[src/rtl/bcu_pkg.sv]
package bcu_pkg;
    typedef enum logic [1:0] {
        SRC_FLAGS = 2'd0,
        SRC_CMP   = 2'd1,
        SRC_ZERO  = 2'd2,
        SRC_RSVD  = 2'd3
    } src_e;

    typedef enum logic [2:0] {
        REL_EQ = 3'd0,
        REL_NE = 3'd1,
        REL_LT = 3'd2,
        REL_GE = 3'd3,
        REL_GT = 3'd4,
        REL_LE = 3'd5,
        REL_X6 = 3'd6,
        REL_X7 = 3'd7
    } rel_e;

    typedef struct packed {
        logic z;
        logic n;
        logic v;
        logic c;
    } cc_t;

    function automatic logic rel_pick(input rel_e rel, input logic eq, input logic lt);
        logic r;
        case (rel)
            REL_EQ:  r = eq;
            REL_NE:  r = !eq;
            REL_LT:  r = lt;
            REL_GE:  r = !lt;
            REL_GT:  r = !eq && !lt;
            REL_LE:  r = eq || lt;
            default: r = 1'b0;
        endcase
        return r;
    endfunction
endpackage

[src/rtl/bcu_flags.sv]
module bcu_flags
    import bcu_pkg::*;
(
    input  logic clk,
    input  logic rst_n,
    input  logic we,
    input  cc_t  wdata,
    output cc_t  cc
);
    typedef struct packed {
        cc_t cc;
    } st_t;

    st_t st_d, st_q;

    always_comb begin
        st_d = st_q;
        if (we) begin
            st_d.cc = wdata;
        end
    end

    always_ff @(posedge clk) begin
        if (!rst_n) begin
            st_q <= '0;
        end else begin
            st_q <= st_d;
        end
    end

    assign cc = st_q.cc;

    // without a write the condition codes stay put
    a_r2_flags_hold: assert property (@(posedge clk) disable iff (!rst_n)
        (!we) |=> $stable(cc));

    // a write lands exactly on the next cycle
    a_r1_flags_write: assert property (@(posedge clk) disable iff (!rst_n)
        we |=> (cc == $past(wdata)));
endmodule

[src/rtl/bcu_cond_eval.sv]
module bcu_cond_eval
    import bcu_pkg::*;
#(
    parameter int WIDTH = 16
) (
    input  src_e             src,
    input  rel_e             rel,
    input  cc_t              cc,
    input  logic [WIDTH-1:0] opa,
    input  logic [WIDTH-1:0] opb,
    output logic             cond
);
    logic cmp_eq;
    logic cmp_lt;
    logic zr_eq;
    logic cc_lt;

    always_comb begin
        cmp_eq = (opa == opb);
        cmp_lt = ($signed(opa) < $signed(opb));
        zr_eq  = (opa == '0);
        cc_lt  = cc.n ^ cc.v;
        case (src)
            SRC_FLAGS: cond = rel_pick(rel, cc.z, cc_lt);
            SRC_CMP:   cond = rel_pick(rel, cmp_eq, cmp_lt);
            SRC_ZERO:  cond = (rel == REL_EQ) ? zr_eq :
                              (rel == REL_NE) ? !zr_eq : 1'b0;
            default:   cond = 1'b0;
        endcase
    end
endmodule

[src/rtl/bcu_repeat.sv]
module bcu_repeat #(
    parameter int CNT_W = 8
) (
    input  logic             clk,
    input  logic             rst_n,
    input  logic             load,
    input  logic [CNT_W-1:0] count,
    input  logic             marker,
    output logic             back,
    output logic             skip,
    output logic             active
);
    localparam logic [CNT_W-1:0] ONE = CNT_W'(1);

    typedef struct packed {
        logic [CNT_W-1:0] cnt;
    } st_t;

    st_t  st_d, st_q;
    logic more;

    always_comb begin
        st_d = st_q;
        more = (st_q.cnt > ONE);
        back = 1'b0;
        skip = 1'b0;
        if (load) begin
            st_d.cnt = count;
            skip     = (count == '0);
        end else if (marker && st_q.cnt != '0) begin
            back     = more;
            st_d.cnt = more ? (st_q.cnt - ONE) : '0;
        end
    end

    always_ff @(posedge clk) begin
        if (!rst_n) begin
            st_q <= '0;
        end else begin
            st_q <= st_d;
        end
    end

    assign active = (st_q.cnt != '0);

    // each marker with passes left steps the count down by one
    a_r7_count_step: assert property (@(posedge clk) disable iff (!rst_n)
        (marker && !load && st_q.cnt > ONE) |=> (st_q.cnt == $past(st_q.cnt) - ONE));

    // the last pass clears the counter
    a_r8_last_clears: assert property (@(posedge clk) disable iff (!rst_n)
        (marker && !load && st_q.cnt == ONE) |=> !active);

    // a zero count never starts a loop
    a_r9_zero_idle: assert property (@(posedge clk) disable iff (!rst_n)
        (load && count == '0) |=> !active);

    // a load wins over a marker in the same cycle
    a_r10_load_first: assert property (@(posedge clk) disable iff (!rst_n)
        (load && marker) |=> (st_q.cnt == $past(count)));
endmodule

[src/rtl/bcu_top.sv]
module bcu_top
    import bcu_pkg::*;
#(
    parameter int WIDTH = 16,
    parameter int CNT_W = 8
) (
    input  logic             clk,
    input  logic             rst_n,
    input  logic             flag_we,
    input  logic [3:0]       flag_in,
    input  logic             br_valid,
    input  logic [1:0]       br_src,
    input  logic [2:0]       br_rel,
    input  logic [WIDTH-1:0] opa,
    input  logic [WIDTH-1:0] opb,
    input  logic             rpt_load,
    input  logic [CNT_W-1:0] rpt_count,
    input  logic             loop_end,
    output logic [3:0]       flags,
    output logic             br_taken,
    output logic             loop_back,
    output logic             rpt_skip,
    output logic             rpt_active
);
    cc_t  cc;
    logic cond;

    bcu_flags u_flags (
        .clk   (clk),
        .rst_n (rst_n),
        .we    (flag_we),
        .wdata (cc_t'(flag_in)),
        .cc    (cc)
    );

    bcu_cond_eval #(.WIDTH(WIDTH)) u_eval (
        .src  (src_e'(br_src)),
        .rel  (rel_e'(br_rel)),
        .cc   (cc),
        .opa  (opa),
        .opb  (opb),
        .cond (cond)
    );

    bcu_repeat #(.CNT_W(CNT_W)) u_rpt (
        .clk    (clk),
        .rst_n  (rst_n),
        .load   (rpt_load),
        .count  (rpt_count),
        .marker (loop_end),
        .back   (loop_back),
        .skip   (rpt_skip),
        .active (rpt_active)
    );

    assign flags    = cc;
    assign br_taken = br_valid && cond;

    // no loop-back request without an armed counter
    a_r8_back_needs_count: assert property (@(posedge clk) disable iff (!rst_n)
        loop_back |-> rpt_active);

    // a compare-mode branch leaves the flags alone
    a_r4_cmp_no_flag_write: assert property (@(posedge clk) disable iff (!rst_n)
        (br_valid && br_src == 2'd1 && !flag_we) |=> $stable(flags));
endmodule

[config.mk]
export PLATFORM = sky130hd
export DESIGN_NAME = bcu_top
export DESIGN_NICKNAME = d
export VERILOG_FILES = /design/src/rtl/bcu_pkg.sv /design/src/rtl/bcu_flags.sv /design/src/rtl/bcu_cond_eval.sv /design/src/rtl/bcu_repeat.sv /design/src/rtl/bcu_top.sv
export SDC_FILE = /design/constraint.sdc
export NUM_CORES = 1
export LEC_CHECK = 0
export ABC_AREA = 1
export BUFFER_PORTS_ARGS = -buffer_cell sky130_fd_sc_hd__clkbuf_2
export CORE_MARGIN = 2
export CORE_UTILIZATION = 36
export CTS_CLUSTER_DIAMETER = 50
export CTS_CLUSTER_SIZE = 8
export DETAILED_ROUTE_END_ITERATION = 8
export PLACE_DENSITY_LB_ADDON = 0.2
export SETUP_SLACK_MARGIN = 0.2
export SYNTH_ARGS = -nofsm -noshare
export SYNTH_HDL_FRONTEND = slang
export SYNTH_SLANG_ARGS = --single-unit
[constraint.sdc]
create_clock -name clk -period 3.93 [get_ports clk]
set_clock_uncertainty 0.1 [all_clocks]
set_input_delay 0.1965 -clock clk [delete_from_list [all_inputs] [get_ports clk]]
set_output_delay 0.1965 -clock clk [all_outputs]
set_load 0.02 [all_outputs]
[Yosys cells after proc, flatten, opt, wreduce, memory -nomap -nowiden]
Index checks and enable logic that the tools add are counted.
Word-level totals
  register bits: 12
  input port bits: 55
  output and inout bits: 8
  logic and storage cells: 45
Cells by class
  $add $sub $neg: 1
  order comparisons: 2
  equal/unequal tests: 8
  muxes and demuxes: 11
  bitwise logic cells: 1
  reductions and logical operators: 17
Operators by type and width (number)
  $mux W8: 3
  $eq A16 B16 Y1: 1
  $logic_not A16 Y1: 1
  $lt A16 B16 Y1: 1
  $pmux W1 S6: 2
  $gt A8 B1 Y1 const B: 1
  $logic_not A8 Y1: 1
  $reduce_bool A8 Y1: 1
  $sub A8 B1 Y8 const B: 1
  $eq A3 B2 Y1 const B: 2
  $eq A3 B3 Y1 const B: 2
  $logic_not A1 Y1: 5
  $mux W1: 5
  $logic_and A1 B1 Y1: 4
  $eq A3 B1 Y1 const B: 1
  $logic_not A3 Y1: 1
  $pmux W1 S3: 1
  $eq A2 B1 Y1 const B: 1
  $eq A2 B2 Y1 const B: 1
  $logic_not A2 Y1: 1
  $logic_or A1 B1 Y1: 2
  $reduce_bool A2 Y1: 1
  $xor A1 B1 Y1: 1

[Depth between registers and ports, before layout]
Gate-level depths: netlist of the first run.
  word-level depth: 6
  depth in mapped cells: 16
  mapped depth without buffers: 16

[Cells and area by module]
Synthesis of the first run repeated with hierarchy kept, for this count alone.
Unflattened totals
  cell total of the unflattened synthesis: 284
  area total of the unflattened synthesis: 1654.1 µm²
By module, submodules not included
  bcu_repeat: instances 1, cells each 122, area each 753.2 µm²
  bcu_cond_eval: instances 1, cells each 135, area each 726.9 µm²
  bcu_flags: instances 1, cells each 25, area each 166.4 µm²
  bcu_top: instances 1, cells each 2, area each 7.5 µm²

[Least setup slack after synthesis of the first run]
Ideal clock, no wire load.
  path type: input-to-output
  start: input opb[15]
  end: output br_taken
  arrival time: 1.607 ns
  required time: 3.634 ns
  path slack: 2.027 ns
  cell stages on the path: 12
  path through: inv_1 > ha_1 > nand2_2 > o21bai_4 > nand2_2 > a21oi_1 > nand3_1 > a21oi_2 > nor2_1 > nand2_1 > nand2_1 > a21oi_2
On the way
  longest elaborated chain between the ends: 6
  elaborated cells between the ends (all ways): 9
  classes of those cells: 1 x order compare; 1 x eq/ne; 2 x mux; 5 x reduce/logical
Ends and longest elaborated chain
  from (decl): RTL line bcu_top.sv:15  | input logic [WIDTH-1:0] opb,
  $lt A16 B16 Y1 / $eq A16 B16 Y1 (equally long branches): RTL line bcu_cond_eval.sv:20, bcu_cond_eval.sv:19
  $logic_not A1 Y1, on equally long branches: RTL line bcu_pkg.sv:33, bcu_pkg.sv:34, bcu_pkg.sv:31
  $logic_and A1 B1 Y1: RTL line bcu_pkg.sv:34  | REL_GT: r = !eq && !lt;
  $pmux W1 S6 (*): RTL line bcu_pkg.sv:29  | case (rel)
  $pmux W1 S3 (*): RTL line bcu_cond_eval.sv:23  | case (src)
  $logic_and A1 B1 Y1 (*): RTL line bcu_top.sv:57  | assign br_taken = br_valid && cond;
  to (decl): RTL line bcu_top.sv:20  | output logic br_taken,
Mark *: on every way between the ends. The rest lies on a longest branch, timed or not.

[Worst setup path after layout of the first run]
  start: input opa[15]
  end: output br_taken
On the way
  longest elaborated chain between the ends: 6
  elaborated cells between the ends (all ways): 13
  classes of those cells: 1 x order compare; 1 x eq/ne; 4 x mux; 7 x reduce/logical
Ends and longest elaborated chain
  from (decl): RTL line bcu_top.sv:14  | input logic [WIDTH-1:0] opa,
  $lt A16 B16 Y1 (tied with other cells): RTL line bcu_cond_eval.sv:20  | cmp_lt = ($signed(opa) < $signed(opb));
  $logic_not A1 Y1, on equally long branches
  $logic_and A1 B1 Y1 / $mux W1 (equally long branches): RTL line bcu_pkg.sv:34, bcu_cond_eval.sv:27
  $pmux W1 S6 / $mux W1 (equally long branches): RTL line bcu_pkg.sv:29, bcu_cond_eval.sv:26
  $pmux W1 S3 (*): RTL line bcu_cond_eval.sv:23
  $logic_and A1 B1 Y1 (*): RTL line bcu_top.sv:57
Marked as above.

==> reports/qor.yml, run 1 <==
synthesis:
  synth_cells: 239
  synth.top_cell.area_share_pct: 16.1
  synth_seq_cells: 12
  synthesis.nets: 312
  synth_cell_types: 30
  netlist_top_cells_area: "dfxtp_1, ha_1, nand2_1"
  synth_largest_area_cell: "dfxtp_1"
  avgSynthCellArea_um2: 6.22
  syn_area_um2: 1490
  synth-seq-area-share_pct: 16.1
  ys_warn_count: 0
clock_network:
  cts_tree: "built"
  post_cts_resized: 0
  numCtsBuffers: 3
  cts_hold_buf: 0
  cts_htree_levels: 1
  clock-sinks: 12
  clk-insertion-delay-late_ns: 0.24
  post-cts-setup-buffers: 0
  clk_pin_slew_ns: 0.05
  clock_path_buffers: 2
  root_buffer: "clkbuf_8"
timing:
  finalMaxSlewViolations: 0
  setup_viol: 0
  slew_headroom_pct: 77.7
  tns_ns: 0
  timing.final.crit_share_pct: 54.4
  hold_viol: 0
  rsz0062_at_grt: "false"
  fin_crit_ns: 2.14
  worstMarginPinSlew_ns: 0.331
  fmaxAchievable_ghz: 0.467
drt:
  dr.first_iter.drc_count: 72
  wire_per_inst_um: 9.23
  viasPerCell: 4.48
  first_pass_iters: 4
  final_antenna_net_count: 0
  num_vias: 1585
  drt_wl_total_um: 3270
  drc_errors: 0
die:
  die_w_um: 68.3
  fp-row-count: 23
  fp.dieH_um: 68.3
  ioPinCount: 63
  dieArea_um2: 4660
  coreArea_um2: 4000
  start_util_pct: 37.2
critical_path:
  path_max_fanout: 5
  worst_setup_path_end_kind: "output pin"
  start_kind: "input pin"
  crit_required_ns: 3.63
  critPathKind: "input pin to output pin"
  cp.arrival_ns: 1.84
power_and_ir_drop:
  p_per_area_nw_per_um2: 256
  peakVddDrop_mv: 0.195
  p_leak_nw: 1.07
cells_and_area:
  area_delta_synth_final_pct: 28.4
  drive_above_1_share_pct: 31.3
  layout.nets: 378
  utilization_pct: 47.8
  insertedDiodeCount: 0
placement:
  gp_congestion: 0.845
  dpl.hpwl_um: 2880
  numPortBuffers: 62
grt:
  antenna_found_initial: 0
  grt-ovfl-total: 0
  grt_pass1_wl_um: 5360
  grt_pass1_vias: 1337
  grt_max_degree: 11
  grt_usage_pct: 14.7
worst_hold_path:
  hp-class: "input pin to register"
status:
  status: "complete, no violations"
flow_run:
  maxCapViolCount: 0
## cell usage in the layout (no fill, tap or decap), types with 7 or more instances in the layout
cell type	Yosys	routed
a21oi_1	11	11
inv_1	42	42
clkbuf_2	0	62
inv_2	7	7
nand2_1	53	53
nor2_1	27	27
dfxtp_1	12	12
ha_1	18	18
nand3_1	9	9
## where the power goes
group          switching (mW)  internal, mW
logic                   0.122        0.0886
registers             0.00935         0.133
clock network          0.0468        0.0885
## worst max-delay path, cell delays in order
cell      delay [ns]
clkbuf_2        0.09
ha_1            0.36
nand2_2         0.13
o21bai_4        0.13
nand2_2         0.05
a21oi_1         0.16
nand3_1         0.14
a21oi_2         0.15
nor2_1          0.05
nand2_1         0.06
nand2_1         0.06
a21oi_2         0.10
clkbuf_2        0.17
## state kept, by name, indices dropped and copies added, names as in the netlist
name / flops
u_flags.cc: 4
u_rpt.st_q: 8
## worst paths after layout
check,slack [ns],to,depth (start not counted),from
hold reg to reg,0.41,u_rpt.st_q[1],2,u_rpt.st_q[1]
hold / removal,0.08,u_flags.cc[2],3,flag_in[2]
setup reg to reg,2.23,u_rpt.st_q[6],10,u_rpt.st_q[0]
setup / recovery,1.79,br_taken,13,opa[15]
## per-layer routing
layer / part of all wire [%] / GRT usage (%) / routed length (um) / vias up
met1: 48 / 21.1 / 1580 / 658
met3: 6.2 / 1.97 / 203 / 2
met2: 45 / 22.8 / 1470 / 37
met4: 0.40 / 4.00 / 13 / 0
li1: - / - / - / 888
met5: 0 / 0 / 0 / -
## cells in the mapped netlist, drive strengths merged
cell type and count:
a21oi 13, a31oi 5, buf 1, o21ai 9
nand3 10, nor3 5, xnor2 3, xor2 4
mux2i 1, inv 49, dfxtp 12, nor2 35
nor4 2, a221oi 1, a211oi 1, o21bai 1
clkinv 1, ha 18, nand2 58, o211ai 1
nand4 5, or2 4
## layout make-up
cell class / instances / area (um^2)
clock buffer: 4 / 55.1
timing repair buffer: 62 / 310
multi-input combinational: 176 / 1050
inverter: 50 / 188
fill: 424 / 2090
tap: 50 / 62.6
sequential: 12 / 240
## stage by stage
step / std cells / area (um^2) / hold WS [ns] / setup slack, ns / power [mW]
floorplan: 239 / 1490 / 0.194 / 2.03 / 0.292
global placement: 350 / 1860 / 0.323 / 1.82 / 0.354
detailed placement: 350 / 1860 / 0.327 / 1.77 / 0.356
CTS: 354 / 1910 / 0.0795 / 1.77 / 0.494
global route: 354 / 1910 / 0.103 / 1.61 / 0.531
finish: 354 / 1910 / 0.0841 / 1.79 / 0.488
## cells by family (layout without fill, tap and decap cells)
family	after synthesis	after routing	share of synthesized area (%)
DFF	12	12	16.1
muxes	1	1	0.673
and+or+nand+nor	119	119	37.3
buffers and inverters	51	116	13.0
xor gates and xnor gates	7	7	4.12
AOI/OAI and AO/OA	31	31	13.6
adders and majority gates	18	18	15.1
No activity file was read; power rests on OpenSTA's default activity.
==> run 2: changes to the inputs <==
ABC_AREA = 0   (was 1)
clock period = 2 ns   (was 3.93 ns; I/O delays follow)
==> run 2 against run 1 <==
The run now ends with negative setup slack left. Clock-buffer cell count did not move. Synthesized area fell by 8.9%. First-iteration DRC count fell by 31%. Die area fell by 8.4%. Global-route usage rose by 2.1 points. Routed wire length rose by 14%. Cell count fell by 14%. Via count fell by 0.88%. Total power rose by 110%. Sequential power rose by 99%. Setup slack got worse by 1.8 ns. Critical path depth fell by 2.
==> reports/qor.yml, run 2 <==
cells_and_area:
  drive_above_1_share_pct: 51.4  # +20 points
  design_area_um2: 2200  # +15%
  final_cell_mix: "clkbuf_2, inv_1, buf_4, buf_6"
  layout.cells.non_filler: 305  # -14%
  top_register: "u_rpt.st_q"
  area_delta_synth_final_pct: 62.7
  seq_area_um2: 253  # +5.2%
  final_common_cell: "clkbuf_2"
  insertedDiodeCount: 0  # unchanged
  nFillCells: 324  # -24%
  largest_reg_flops: 8  # unchanged
  multi_input_area_um2: 1240  # +17%
  layout.nets: 331  # -12%
timing:
  finalMaxSlewViolations: 0  # unchanged
  timing.final.ws_setup_ns: -0.0513  # -1.84 ns
  tns_ns: -0.0513  # -0.0513 ns
  setup_viol: 1  # +1
  fin_crit_ns: 2.05
  fmaxAchievable_ghz: 0.487
  hold_viol: 0  # unchanged
  rsz0062_at_grt: "true"
  worstMarginPinSlew_ns: 0.366  # +0.0345 ns
  slew_headroom_pct: 75.4  # -2.4 points
  fin_hold_ws_ns: 0.0158  # -0.0683 ns
  timing.final.crit_share_pct: 103
power_and_ir_drop:
  swShare_pct: 33.9  # -2.7 points
  power.internal_mw: 0.670  # +120%
  p_per_area_nw_per_um2: 460  # +80%
  p_leak_nw: 0.992  # -7.3%
  seq_power_share_pct: 28.0  # -1.1 points
  clkPwrFrac_pct: 26.5  # -1.2 points
  power_switching_mw: 0.343  # +92%
  power_frac_comb_pct: 45.5  # +2.3 points
  peakVddDrop_mv: 0.379  # +95%
clock_network:
  cts_hold_buf: 0  # unchanged
  root_buffer: "clkbuf_8"
  clock_path_buffers: 2  # unchanged
  clk_pin_slew_ns: 0.05  # about the same
  clk-insertion-delay-late_ns: 0.24  # about the same
  numCtsBuffers: 3  # unchanged
  cts_tree: "built"
  clock-sinks: 12  # unchanged
  cts_htree_levels: 1  # unchanged
synthesis:
  synth-seq-area-share_pct: 17.7  # +1.6 points
  synth_most_common_cell: "inv_1"
  netlist_top_cells_area: "dfxtp_1, ha_1, inv_1"
  synth_cell_types: 43  # +43%
  synth_cells: 182  # -24%
  synth_seq_cells: 12  # unchanged
  synthTopCellsByCount: "inv_1, ha_1, dfxtp_1, nor2_1, nand2_1"
  async_flop_share_pct: 0  # unchanged
  synth.top_cell.area_share_pct: 17.7  # +1.6 points
  ys_warn_count: 0  # unchanged
  synth_largest_area_cell: "dfxtp_1"
  synth-edff-count: 0  # unchanged
  avgSynthCellArea_um2: 7.45  # +20%
  ys.flop_type: "dfxtp_1"
  synthesis.nets: 255  # -18%
  syn_area_um2: 1360  # -8.9%
critical_path:
  crit_required_ns: 1.80  # -1.83 ns
  cpPeakStageDelay_ns: 0.32  # -0.04 ns
  path_delay_family: "compound AO/OA/AOI/OAI gates"
  path_max_fanout: 2  # -3
  path_cells: "clkbuf_2, inv_1, ha_1, a21oi_2, nor2_1, o31ai_2, nand3_1, o311ai_2, xor2_1, o2bb2ai_2, clkbuf_8"
  rrSetupSlack_ns: 0.34  # -1.89 ns
  start_kind: "input pin"
  critical_path_buf_inv_count: 3  # +1
  worst_setup_path_end_kind: "output pin"
  slowest_stage: "o311ai_2"
  cp.arrival_ns: 1.85  # about the same
  critPathKind: "input pin to output pin"
grt:
  grt_pass1_vias: 1373  # +2.7%
  antenna_found_initial: 0  # unchanged
  grt-ovfl-total: 0  # unchanged
  grt_usage_pct: 16.8  # +2.1 points
  grt_max_degree: 14  # +3
  grt_pass1_wl_um: 5800  # +8.2%
worst_hold_path:
  hp-class: "input pin to register"
drt:
  dr.first_iter.drc_count: 50  # -31%
  drt_wl_total_um: 3720  # +14%
  drc_errors: 0  # unchanged
  viasPerCell: 5.15  # +15%
  final_antenna_net_count: 0  # unchanged
  num_vias: 1571  # -0.88%
  wire_per_inst_um: 12.2  # +32%
  first_pass_iters: 4  # unchanged
placement:
  gp_congestion: 0.809  # -4.3%
  dpl.cell_count: 295  # -16%
  dpl.hpwl_um: 2820  # -2.2%
  placed_area_um2: 1830  # -1.2%
  numPortBuffers: 62  # unchanged
  pre_cts_ws_ns: -0.0796  # -1.85 ns
flow_run:
  maxCapViolCount: 0  # unchanged
die:
  coreArea_um2: 3630  # -9.2%
  dieArea_um2: 4270  # -8.4%
  start_util_pct: 37.3  # +0.10 points
  die_w_um: 65.4  # -4.3%
  fp.dieH_um: 65.4  # -4.3%
  fp-row-count: 22  # -4.3%
  ioPinCount: 63  # unchanged
status:
  violations: "negative setup slack"
  status: "finished with violations"
run 2: cell count changes after synthesis, sizes merged, moves of 4 or more:
cell | previous run | this run
inv | 49 | 23
nor2b | 0 | 9
nor3b | 0 | 5
a21boi | 0 | 5
clkbuf | 0 | 4
nor2 | 35 | 12
nor4 | 2 | 7
a31oi | 5 | 1
nand2 | 58 | 11
nand3 | 10 | 5
run 2: repair_timing:
action                                 4_1_cts  5_1_grt
pin swaps                                    8       26
gates resized for setup                      6       63
gates cloned                                 0        0
setup endpoints to repair                    3        7
setup buffers                                1        5
endpoints found under the hold margin        0        0
run 2: worst min-delay path, cell delays in order:
cell      delay (ns)
clkbuf_2        0.07
mux2i_1         0.05
nor2b_1         0.09
run 2: metal layers:
layer  wire length, um  GRT usage [%]
met3               185           2.23
met1              1660           22.6
met2              1860           28.3
met4                17           4.17
met5                 0              0
run 2: power groups by stage:
stage	clock network (mW)	registers, mW	logic (mW)
3_3_place_gp	0	0.282	0.355
6_report	0.269	0.283	0.461
2_1_floorplan	0	0.284	0.227
4_1_cts	0.275	0.278	0.368
5_1_grt	0.289	0.287	0.508
3_5_place_dp	0	0.282	0.358
run 2: worst paths after layout:
check	end	from	cells after the start
hold reg to reg	u_flags.cc[0]	u_flags.cc[0]	2
setup / recovery	br_taken	opb[3]	11
hold / removal	u_flags.cc[3]	flag_in[3]	3
setup reg to reg	u_rpt.st_q[7]	u_rpt.st_q[1]	8
run 2: kinds of logic (layout without fill, tap and decap cells):
group                    after synthesis  count (layout)  share of synthesized area (%)
AO/OA/AOI/OAI                         42              42                           21.0
XOR/XNOR                               7               7                           4.52
adder cells (fa/ha/maj)               18              18                           16.6
buffers and inverters                 31             106                           9.88
flip-flops                            12              12                           17.7
multiplexers                           4               4                           2.95
AND/OR/NAND/NOR                       68              68                           27.3
run 2: stage by stage:
step                      utilization (%)  total power, mW
after detailed placement             50.4            0.640
after CTS                            52.9            0.922
after floorplan                         -            0.511
after global routing                 60.7             1.08
final                                60.7             1.01
after global placement               50.4            0.637
run 2: cell type report:
class	instances	share of cell area [%]
multi-input combinational	139	56.1
timing repair buffer	79	23.2
sequential	12	11.5
inverter	23	4.03
tap	48	2.72
clock buffer	4	2.50
